<file path="config.mk">
export PLATFORM = sky130hd
export DESIGN_NAME = bcd_calendar_counter
export DESIGN_NICKNAME = d
export VERILOG_FILES = /design/src/rtl/bcd_calendar_counter.sv
export SDC_FILE = /design/constraint.sdc
export NUM_CORES = 1
export LEC_CHECK = 0
export ABC_AREA = 1
export BUFFER_PORTS_ARGS = -buffer_cell sky130_fd_sc_hd__buf_2
export CORE_MARGIN = 8
export CORE_UTILIZATION = 50
export DETAILED_ROUTE_END_ITERATION = 12
export PLACE_DENSITY = 0.64
export SLEW_MARGIN = 20
export SYNTH_ARGS = -nofsm -noshare
export SYNTH_HDL_FRONTEND = slang
export SYNTH_SLANG_ARGS = --single-unit
</file>
<file path="constraint.sdc">
create_clock -name clk -period 2.2 [get_ports clk]
set_input_delay 0.33 -clock clk [delete_from_list [all_inputs] [get_ports clk]]
set_output_delay 0.33 -clock clk [all_outputs]
set_load 0.02 [all_outputs]
</file>
<file path="src/rtl/bcd_calendar_counter.sv">
module bcd_calendar_counter #(
  parameter int PRESCALE = 32768
) (
  input  logic       clk,
  input  logic       rst_n,
  input  logic       tick_en,
  input  logic       wr_en,
  input  logic [2:0] addr,
  input  logic [7:0] wdata,
  output logic [7:0] rdata
);
  localparam int PW = (PRESCALE > 1) ? $clog2(PRESCALE) : 1;
  localparam logic [PW-1:0] PMAX = PW'(PRESCALE - 1);

  logic [PW-1:0] presc;
  logic       halt;
  logic [7:0] sec, min, hr, dow, date, mon, yr, ctl;

  function automatic logic [7:0] bcd_step(input logic [7:0] v, input logic [3:0] tmask);
    logic [3:0] t, u;
    t = v[7:4];
    u = v[3:0];
    if (u >= 4'd9) begin
      u = 4'd0;
      t = (t + 4'd1) & tmask;
    end else begin
      u = u + 4'd1;
    end
    return {t, u};
  endfunction

  logic leap;
  logic [7:0] last_day;
  assign leap = yr[4] ? (yr[3:0] == 4'd2 || yr[3:0] == 4'd6)
                      : (yr[3:0] == 4'd0 || yr[3:0] == 4'd4 || yr[3:0] == 4'd8);

  always_comb begin
    case (mon)
      8'h02:                      last_day = leap ? 8'h29 : 8'h28;
      8'h04, 8'h06, 8'h09, 8'h11: last_day = 8'h30;
      default:                    last_day = 8'h31;
    endcase
  end

  logic adv, c_min, c_hr, c_day, c_mon, c_yr;
  assign adv   = tick_en && !halt && (presc == PMAX);
  assign c_min = adv   && (sec  == 8'h59);
  assign c_hr  = c_min && (min  == 8'h59);
  assign c_day = c_hr  && (hr   == 8'h23);
  assign c_mon = c_day && (date == last_day);
  assign c_yr  = c_mon && (mon  == 8'h12);

  logic [7:0] sec_n, min_n, hr_n, dow_n, date_n, mon_n, yr_n;
  assign sec_n  = (sec  == 8'h59)    ? 8'h00 : bcd_step(sec,  4'h7);
  assign min_n  = (min  == 8'h59)    ? 8'h00 : bcd_step(min,  4'h7);
  assign hr_n   = (hr   == 8'h23)    ? 8'h00 : bcd_step(hr,   4'h3);
  assign dow_n  = (dow  == 8'h07)    ? 8'h01 : ((dow + 8'd1) & 8'h07);
  assign date_n = (date == last_day) ? 8'h01 : bcd_step(date, 4'h3);
  assign mon_n  = (mon  == 8'h12)    ? 8'h01 : bcd_step(mon,  4'h1);
  assign yr_n   = (yr   == 8'h99)    ? 8'h00 : bcd_step(yr,   4'hF);

  always_ff @(posedge clk) begin
    if (!rst_n) begin
      presc <= '0;
      halt  <= 1'b1;
      sec   <= 8'h00;
      min   <= 8'h00;
      hr    <= 8'h00;
      dow   <= 8'h01;
      date  <= 8'h01;
      mon   <= 8'h01;
      yr    <= 8'h00;
      ctl   <= 8'h00;
    end else begin
      if ((wr_en && addr == 3'd0) || halt) presc <= '0;
      else if (tick_en)                    presc <= (presc == PMAX) ? '0 : presc + 1'b1;
      if (adv)   sec  <= sec_n;
      if (c_min) min  <= min_n;
      if (c_hr)  hr   <= hr_n;
      if (c_day) dow  <= dow_n;
      if (c_day) date <= date_n;
      if (c_mon) mon  <= mon_n;
      if (c_yr)  yr   <= yr_n;
      if (wr_en) begin
        case (addr)
          3'd0: begin halt <= wdata[7]; sec <= wdata & 8'h7F; end
          3'd1: min  <= wdata & 8'h7F;
          3'd2: hr   <= wdata & 8'h3F;
          3'd3: dow  <= wdata & 8'h07;
          3'd4: date <= wdata & 8'h3F;
          3'd5: mon  <= wdata & 8'h1F;
          3'd6: yr   <= wdata;
          3'd7: ctl  <= wdata;
        endcase
      end
    end
  end

  always_comb begin
    case (addr)
      3'd0: rdata = {halt, sec[6:0]};
      3'd1: rdata = min;
      3'd2: rdata = hr;
      3'd3: rdata = dow;
      3'd4: rdata = date;
      3'd5: rdata = mon;
      3'd6: rdata = yr;
      3'd7: rdata = ctl;
    endcase
  end

  a_r3_halt_freezes: assert property (@(posedge clk) disable iff (!rst_n)
    (halt && !wr_en) |=> ($stable(sec) && $stable(min) && $stable(yr)));

  a_r4_seconds_write_restarts: assert property (@(posedge clk) disable iff (!rst_n)
    (wr_en && addr == 3'd0) |=> (presc == '0));

  a_r5_minute_moves_on_wrap: assert property (@(posedge clk) disable iff (!rst_n)
    !wr_en |=> ($stable(min) || $past(sec) == 8'h59));

  a_r6_weekday_in_range: assert property (@(posedge clk) disable iff (!rst_n)
    (!wr_en && dow >= 8'h01 && dow <= 8'h07) |=> (dow >= 8'h01 && dow <= 8'h07));

  a_r9_year_moves_after_december: assert property (@(posedge clk) disable iff (!rst_n)
    !wr_en |=> ($stable(yr) || $past(mon) == 8'h12));

  a_r2_unused_low: assert property (@(posedge clk) disable iff (!rst_n)
    (hr[7:6] == 2'b00 && date[7:6] == 2'b00 && mon[7:5] == 3'b000 && dow[7:3] == 5'b0));
endmodule

</file>
## Yosys cells after proc, flatten, opt, wreduce, memory -nomap -nowiden

Index checks and enable logic that the tools add are counted.

- Register bits after elaboration: 80
- Latch bits: 0
- Bits in writable memories: 0
- ROM bits: 0
- Word-level logic and storage cells: 119
- Memories: 0

- $add $sub $neg: 14
- $mul: 0
- Div/mod/pow operators: 0
- $lt $le $gt $ge: 6
- Eq/ne operators: 24
- Shifts and indexed selects: 0
- Multiplexer cells: 45
- Bitwise gates (word level): 1
- Reductions and logical operators: 19

Operators with widths:

| operator | count |
|---|---|
| $mux W8 | 27 |
| $pmux W8 S8 | 1 |
| $mux W4 | 12 |
| $add A4 B1 Y4 const B | 7 |
| $eq A8 B3 Y1 const B | 3 |
| $ge A4 B4 Y1 const B | 6 |
| $eq A8 B5 Y1 const B | 2 |
| $eq A8 B7 Y1 const B | 2 |
| $add A15 B1 Y15 const B | 1 |
| $eq A15 B15 Y1 const B | 1 |
| $mux W15 | 1 |
| $eq A3 B3 Y1 const B | 4 |
| $pmux W5 S2 | 1 |
| $add A3 B1 Y3 const B | 3 |
| $eq A4 B3 Y1 const B | 2 |
| $eq A8 B2 Y1 const B | 1 |
| $eq A8 B4 Y1 const B | 1 |
| $eq A8 B6 Y1 | 1 |
| $eq A8 B6 Y1 const B | 1 |
| $eq A8 B8 Y1 const B | 1 |
| $logic_and A1 B1 Y1 | 8 |
| $eq A3 B2 Y1 const B | 2 |
| $add A2 B1 Y2 const B | 2 |
| $eq A4 B2 Y1 const B | 1 |
| other kinds (13) | 18 |

## Logic depth before layout (Yosys ltp)

Gate-level depths: netlist (run 1).

- Word-level depth: 12
- Depth in mapped cells: 17

## Worst setup path before layout (run 1)

Ideal clock, no wire load.

- Path kind: reg-to-reg
- Start point: register mon[0]
- End point: register yr[0]
- Arrival time: 1.816 ns
- Slack: 0.275 ns
- Stages on the path, launching flop included: 15
- Buffers on the path: 0
- Period minus slack after synthesis: 1.925 ns
- Path through: dfxtp_1 -> inv_1 -> ha_1 -> nand3_2 -> nor2_2 -> nand2_1 -> nand3_1 -> nor2_1 -> nand3_4 -> nor2_8 -> inv_2 -> nand2_1 -> nand3_1 -> nand2_1 -> inv_1

- Longest elaborated chain between the ends: 9
- Elaborated cells between the ends (all ways): 14
- Those cells by class: eq/ne: 7; mux: 4; reduce/logical: 3

RTL lines:

| what | line | source |
|---|---|---|
| start: declaration | 17 | `logic [7:0] sec, min, hr, dow, date, mon, yr, ctl;` |
| start signal: assignment | 82 | `if (c_mon) mon <= mon_n;` |
| start signal: assignment | 91 | `3'd5: mon <= wdata & 8'h1F;` |
| $eq A8 B3 Y1 (tied with other cells) | 38 | `case (mon)` |
| $reduce_or A4 Y1 | 38 |  |
| $pmux W5 S2 | 38 |  |
| $eq A8 B6 Y1 | 50 | `assign c_mon = c_day && (date == last_day);` |
| $logic_and A1 B1 Y1 | 50 |  |
| $logic_and A1 B1 Y1 * | 51 | `assign c_yr = c_mon && (mon == 8'h12);` |
| $mux W8 * | 83 | `if (c_yr) yr <= yr_n;` |
| $mux W8 | 85 | `case (addr)` |
| $mux W8 * | 84 | `if (wr_en) begin` |
| end signal: assignment | 83 |  |
| end signal: assignment | 92 | `3'd6: yr <= wdata;` |
| end: declaration | 17 |  |

Mark *: on every way between the ends. The rest lies on a longest branch, timed or not.
A chain may end at the register's enable or synchronous reset.

## Final worst setup path (run 1)

- Start point: input port addr[2]
- End point: output port rdata[1]

- Longest elaborated chain between the ends: 2
- Elaborated cells between the ends (all ways): 9
- Those cells by class: eq/ne: 7; mux: 1; reduce/logical: 1

RTL lines:

| what | line | source |
|---|---|---|
| start: declaration | 8 | `input logic [2:0] addr,` |
| $eq A3 B3 Y1 (tied with other cells) | 100 | `case (addr)` |
| $pmux W8 S8 * | 100 |  |
| end: declaration | 10 | `output logic [7:0] rdata` |

Marks and branches as above.

==> flow_summary.yaml, run 1 <==
synth:
  ys_top_cells_by_area: "dfxtp_1 (32%), nand2_1 (9.3%), inv_1 (8.7%)"
  ys_ff_latch: 80
  syn_inst: 735
  syn_avg_cell_area_um2: 6.86
  async_flop_share: 0
  synth_edf_count: 0
  synth.distinct_cells: 42
  synthMostInstantiatedCell: "nand2_1"
  synth.top_cells.by_count: "nand2_1 (125), inv_1 (117), dfxtp_1 (80), nor2_1 (73), a21oi_1 (54)"
  synth_top_area_frac: 0.318
  synth.largest_area_cell: "dfxtp_1"
  ys_seq_area_frac: 0.318
  netlist_area_mm2: 0.00504
  synth_warnings: 0
  ys.flop_type: "dfxtp_1"
  synth_nets: 780
clocking:
  clk_latency_ns: 0.36
  cts_made_buffers: 9
  clock_path_buffers: 2
  clk_pin_slew_ns: 0.08
  cts-htree-levels: 3
  cts_tree: "done"
  ctsHoldBuffers: 0
  cts_root_buffer: "clkbuf_8"
  cts.sinks: 80
final_layout:
  final_cells: 931
  insertedDiodeCount: 0
  drive_gt1_frac: 0.164
  nets: 838
  final.fill_count: 956
  syn2layout_area_growth_pct: 16.1
sta:
  report.final.slew_viol_count: 0
  hold_viol: 0
  fin_crit_sh: 1.00
  relSlewSlack: 0.464
  worst_pin_slew_ns: 0.797
  setup-violations-final: 1
  fin_ws_ns: -0.00795
  max_freq_ghz: 0.453
  rsz0062_at_grt: "yes"
  fin_skew_ns: 0.00867
  post-route-min-period_ns: 2.21
  fin_hold_ws_ns: 0.240
pwr:
  ir_drop_mv: 0.272
  power_density_mw_per_mm2: 539
  p_total_w: 0.00315
  leakage_nw: 2.63
setup_path:
  path_class: "in2out"
  r2r_start: "hr[0]"
  critPathLaunchType: "input pin"
  end_kind: "output port"
  rr_worst_depth: 10
  rr_endpoint: "yr[2]"
  r2r_setup_slack_ns: 0.17
  path_max_fanout: 9
  required_ns: 1.87
  crit_arrival_ns: 1.88
placed_design:
  place.gp.congestion: 0.908
  place_inst: 907
  post-dp-hpwl_um: 11100
  io_buffers: 22
  dp_slack_ns: -0.111
global_route:
  grtUsageTotal: 0.228
  grt_pass1_vias: 4833
  grt_overflow_total: 0
  grt_max_degree: 35
  grt_pass1_wl_um: 24100
  grt_antenna_before_repair: 0
route:
  initialDrtViolationCount: 527
  avgRoutedWirePerCell_um: 15.7
  viasPerCell: 5.50
  firstDrtPassIters: 5
  routed_wl_um: 14700
  post-route-drc-count: 0
  ant_nets: 0
  vias: 5123
floorplanning:
  fp.coreArea_mm2: 0.00977
  pin_count: 23
  dieWidth_um: 116
  die-area_mm2: 0.0136
  num_rows: 36
  start_util: 0.516
  die_h_um: 116
hold_path:
  hold_depth: 3
  worstHoldPathType: "in2reg"
  hold_start: "wdata[2]"
  min_to: "hr[2]"
status:
  violations: "setup timing"
  status: "finished, violations left"
run:
  drv_cap: 0
-- cell usage in the layout (no fill, tap or decap), types with 14 or more instances in the layout --
| master | n |
|---|---|
| inv_2 | 17 |
| ha_1 | 30 |
| nor2_1 | 67 |
| inv_1 | 114 |
| nand3_1 | 47 |
| o211ai_1 | 17 |
| o21ai_0 | 23 |
| nor3_1 | 21 |
| buf_2 | 22 |
| nand2_1 | 123 |
| buf_4 | 34 |
| a21oi_1 | 54 |
| nand4_1 | 14 |
| dfxtp_1 | 75 |
-- area by class of cell --
type | instances | area [um^2] | share of cell area
Clock buffer | 9 | 124 | 0.0212
Inverter | 136 | 514 | 0.0879
Multi-Input combinational cell | 510 | 2950 | 0.504
Timing Repair Buffer | 56 | 365 | 0.0624
Sequential cell | 80 | 1610 | 0.275
Tap cell | 133 | 166 | 0.0284
Clock inverter | 7 | 120 | 0.0205
-- state kept, by name (all words and copies together), names as in the netlist --
signal / flops
date: 8
ctl: 8
dow: 8
halt: 1
yr: 8
presc: 15
mon: 8
min: 8
sec: 8
hr: 8
-- cell families (layout without fill, tap and decap cells) --
kind of cell / Yosys count / in the layout / synth area share
AOI/OAI and AO/OA: 147 / 147 / 0.173
xor gates and xnor gates: 13 / 13 / 0.0226
adders and majority gates: 30 / 30 / 0.0745
buffers and inverters: 145 / 208 / 0.109
DFF: 80 / 80 / 0.318
and+or+nand+nor: 320 / 320 / 0.303
-- power by group --
part | switching, W | internal, W
Combinational | 0.000213 | 0.000107
Clock | 0.000575 | 0.000756
Sequential | 0.0000280 | 0.00148
-- routing by layer --
layer	wire length [um]	GRT usage	part of all wire
met3	886	0.0321	0.060
met5	0	0	0
met2	6680	0.358	0.46
met1	6580	0.299	0.45
met4	505	0.117	0.034
-- how the worst max path moves through the flow --
stage,from,end,slack [ns],depth (start not counted)
2_1_floorplan,mon[0],yr[0],0.27,14
3_3_place_gp,min[1],yr[2],-0.06,13
3_5_place_dp,yr[1],yr[2],-0.11,16
4_1_cts,mon[0],yr[2],0.01,15
5_1_grt,addr[2],rdata[1],-0.03,7
6_report,addr[2],rdata[1],-0.008,7
-- per-stage QoR --
stage	instance area [um^2]	util	TNS (ns)
5_1_grt	5850	0.599	-0.0792
3_5_place_dp	5480	0.560	-0.734
2_1_floorplan	5040	-	0
4_1_cts	5750	0.588	0
3_3_place_gp	5480	0.560	-0.320
6_report	5850	0.599	-0.00795
-- critical path: stages --
cell and delay (ns):
buf_2 0.15, inv_2 0.08, nor3_2 0.55, a221oi_1 0.26
buf_4 0.18, o211ai_1 0.11, buf_2 0.21
-- timing repair --
item	4_1_cts	5_1_grt
setup endpoints to repair	10	35
gates resized for setup	2	24
pin swaps	1	10
buffers inserted	3	5
Note: power is estimated with default switching activity, not from simulation.
==> run 2, diff against run 1 <==
--- a/config.mk
+++ b/config.mk
@@ -11,6 +11,7 @@
 export CORE_UTILIZATION = 50
 export DETAILED_ROUTE_END_ITERATION = 12
 export PLACE_DENSITY = 0.64
+export SETUP_SLACK_MARGIN = 0.4
 export SLEW_MARGIN = 20
 export SYNTH_ARGS = -nofsm -noshare
 export SYNTH_HDL_FRONTEND = slang
==> flow_summary.yaml, run 2 (same netlist as run 1, synthesis figures left out) <==
clocking:
  clk_pin_slew_ns: 0.08
  cts_made_buffers: 9
  clock_path_buffers: 2
  cts-htree-levels: 3
  cts_root_buffer: "clkbuf_8"
  cts_tree: "done"
  ctsHoldBuffers: 0
  cts.sinks: 80
  clk_latency_ns: 0.36
setup_path:
  required_ns: 2.47
  end_kind: "flop"
  rr_endpoint: "mon[4]"
  path_buf_inv: 2
  critPathLaunchType: "flop"
  crit_arrival_ns: 2.36
  path_max_fanout: 5
  rr_worst_depth: 13
  max_stage_delay_ns: 0.36
  crit_family: "simple AND/OR/NAND/NOR gates"
  path_class: "reg2reg"
  cp.depth: 13
  cp_cell_sequence: "ha_4 -> nand2_4 -> nor2_4 -> nand2_2 -> nor2_4 -> nand4_4 -> nor2_8 -> nand3_4 -> buf_6 -> o21ai_2 -> nand3_1 -> nand2_1 -> inv_1"
  crit_top_cell: "nor2_4"
  r2r_setup_slack_ns: 0.11
  critical_path.slowest_cell: "dfxtp_2"
  r2r_start: "presc[1]"
pwr:
  leakage_nw: 3.04
  power_density_mw_per_mm2: 441
  ir_drop_mv: 0.329
global_route:
  grt_max_degree: 35
  grt_overflow_total: 0
  grt_pass1_wl_um: 26200
  grtUsageTotal: 0.249
  grt_antenna_before_repair: 0
  grt_pass1_vias: 5253
sta:
  hold_viol: 0
  fin_skew_ns: 0.00721
  post-route-min-period_ns: 2.09
  relSlewSlack: 0.391
  rsz0062_at_grt: "yes"
  worst_pin_slew_ns: 0.906
  fin_crit_sh: 0.949
  setup-violations-final: 0
  max_freq_ghz: 0.479
  setup_tns_ns: 0
  report.final.slew_viol_count: 0
route:
  initialDrtViolationCount: 577
  post-route-drc-count: 0
  firstDrtPassIters: 5
  routed_wl_um: 17500
  viasPerCell: 5.82
  avgRoutedWirePerCell_um: 17.9
  vias: 5687
  ant_nets: 0
final_layout:
  nets: 884
  syn2layout_area_growth_pct: 38.4
  regArea_mm2: 0.00164
  final_cell_mix: "nand2_1 (100), inv_1 (90), buf_4 (72)"
  largest_reg_flops: 15
  fin_area_mm2: 0.00698
  largest_register: "presc"
  drive_gt1_frac: 0.370
  multi_input_area_mm2: 0.00361
  final.fill_count: 775
  final_common_cell: "nand2_1"
  insertedDiodeCount: 0
hold_path:
  min_to: "mon[2]"
  worstHoldPathType: "in2reg"
  hold_depth: 3
  hold_start: "wdata[2]"
placed_design:
  post-dp-hpwl_um: 11400
  io_buffers: 22
  place.gp.congestion: 0.947
  place_area_mm2: 0.00551
floorplanning:
  start_util: 0.516
  die_h_um: 116
  fp.coreArea_mm2: 0.00977
  num_rows: 36
  dieWidth_um: 116
  pin_count: 23
  die-area_mm2: 0.0136
run:
  drv_cap: 0
status:
  status: "finished clean"
==> run 2: cell types whose count changed in the layout (fill, tap and decap cells not counted), moves of 11 or more <==
cell,change
dfxtp_1,-14
nand2_2,+15
nor2_1,-15
inv_2,+12
nand2_1,-23
buf_4,+38
nor2_4,+11
o22ai_1,-11
buf_6,+15
inv_1,-24
==> run 2: what timing repair did <==
| action | CTS | global route |
|---|---|---|
| buffers inserted | 35 | 20 |
| endpoints found under the setup margin | 57 | 67 |
| gates cloned | 2 | 1 |
| gates resized for setup | 128 | 109 |
| pin swaps | 32 | 52 |
==> run 2: power breakdown <==
part | total, W | internal (W) | switching (W)
Combinational | 0.000420 | 0.000150 | 0.000269
Sequential | 0.00151 | 0.00147 | 0.0000366
Clock | 0.00115 | 0.000582 | 0.000566
Total | 0.00308 | 0.00221 | 0.000872
==> run 2: how the worst max path moves through the flow <==
stage                   from        to  slack (ns)
floorplan           presc[1]    dow[2]        0.37
global placement     addr[0]  rdata[0]        0.08
detailed placement  presc[1]     yr[4]        0.06
CTS                    yr[0]     yr[7]        0.26
global route          mon[1]    mon[4]        0.03
finish              presc[1]    mon[4]        0.11
==> run 2: per-layer routing <==
layer / GRT usage / part of all wire / up-vias
met5: 0 / 0 / -
met2: 0.408 / 0.47 / 302
li1: - / - / 2662
met1: 0.320 / 0.41 / 2656
met4: 0.109 / 0.035 / 0
met3: 0.0346 / 0.077 / 67
==> run 2: worst min-delay path, stage by stage <==
cell and delay (ns):
buf_2 0.12, nand2_1 0.08, a21oi_2 0.05
==> run 2: final cells by class <==
type / instances / area share
clock buffers: 11 / 0.0217
repair buffers: 100 / 0.113
well taps: 133 / 0.0239
clock inverters: 5 / 0.00789
multi-input cells: 512 / 0.518
inverters: 136 / 0.0811
flip-flops and latches: 80 / 0.235
==> run 2: per-stage QoR <==
stage / worst slack (ns) / util / instances / power [W] / hold slack (ns)
5_1_grt: 0.0255 / 0.714 / 977 / 0.00319 / 0.257
4_1_cts: 0.258 / 0.660 / 956 / 0.00302 / 0.237
2_1_floorplan: 0.368 / - / 735 / 0.00172 / 0.437
3_5_place_dp: 0.0619 / 0.564 / 903 / 0.00185 / 0.453
6_report: 0.112 / 0.714 / 977 / 0.00308 / 0.250
3_3_place_gp: 0.0777 / 0.564 / 903 / 0.00184 / 0.450
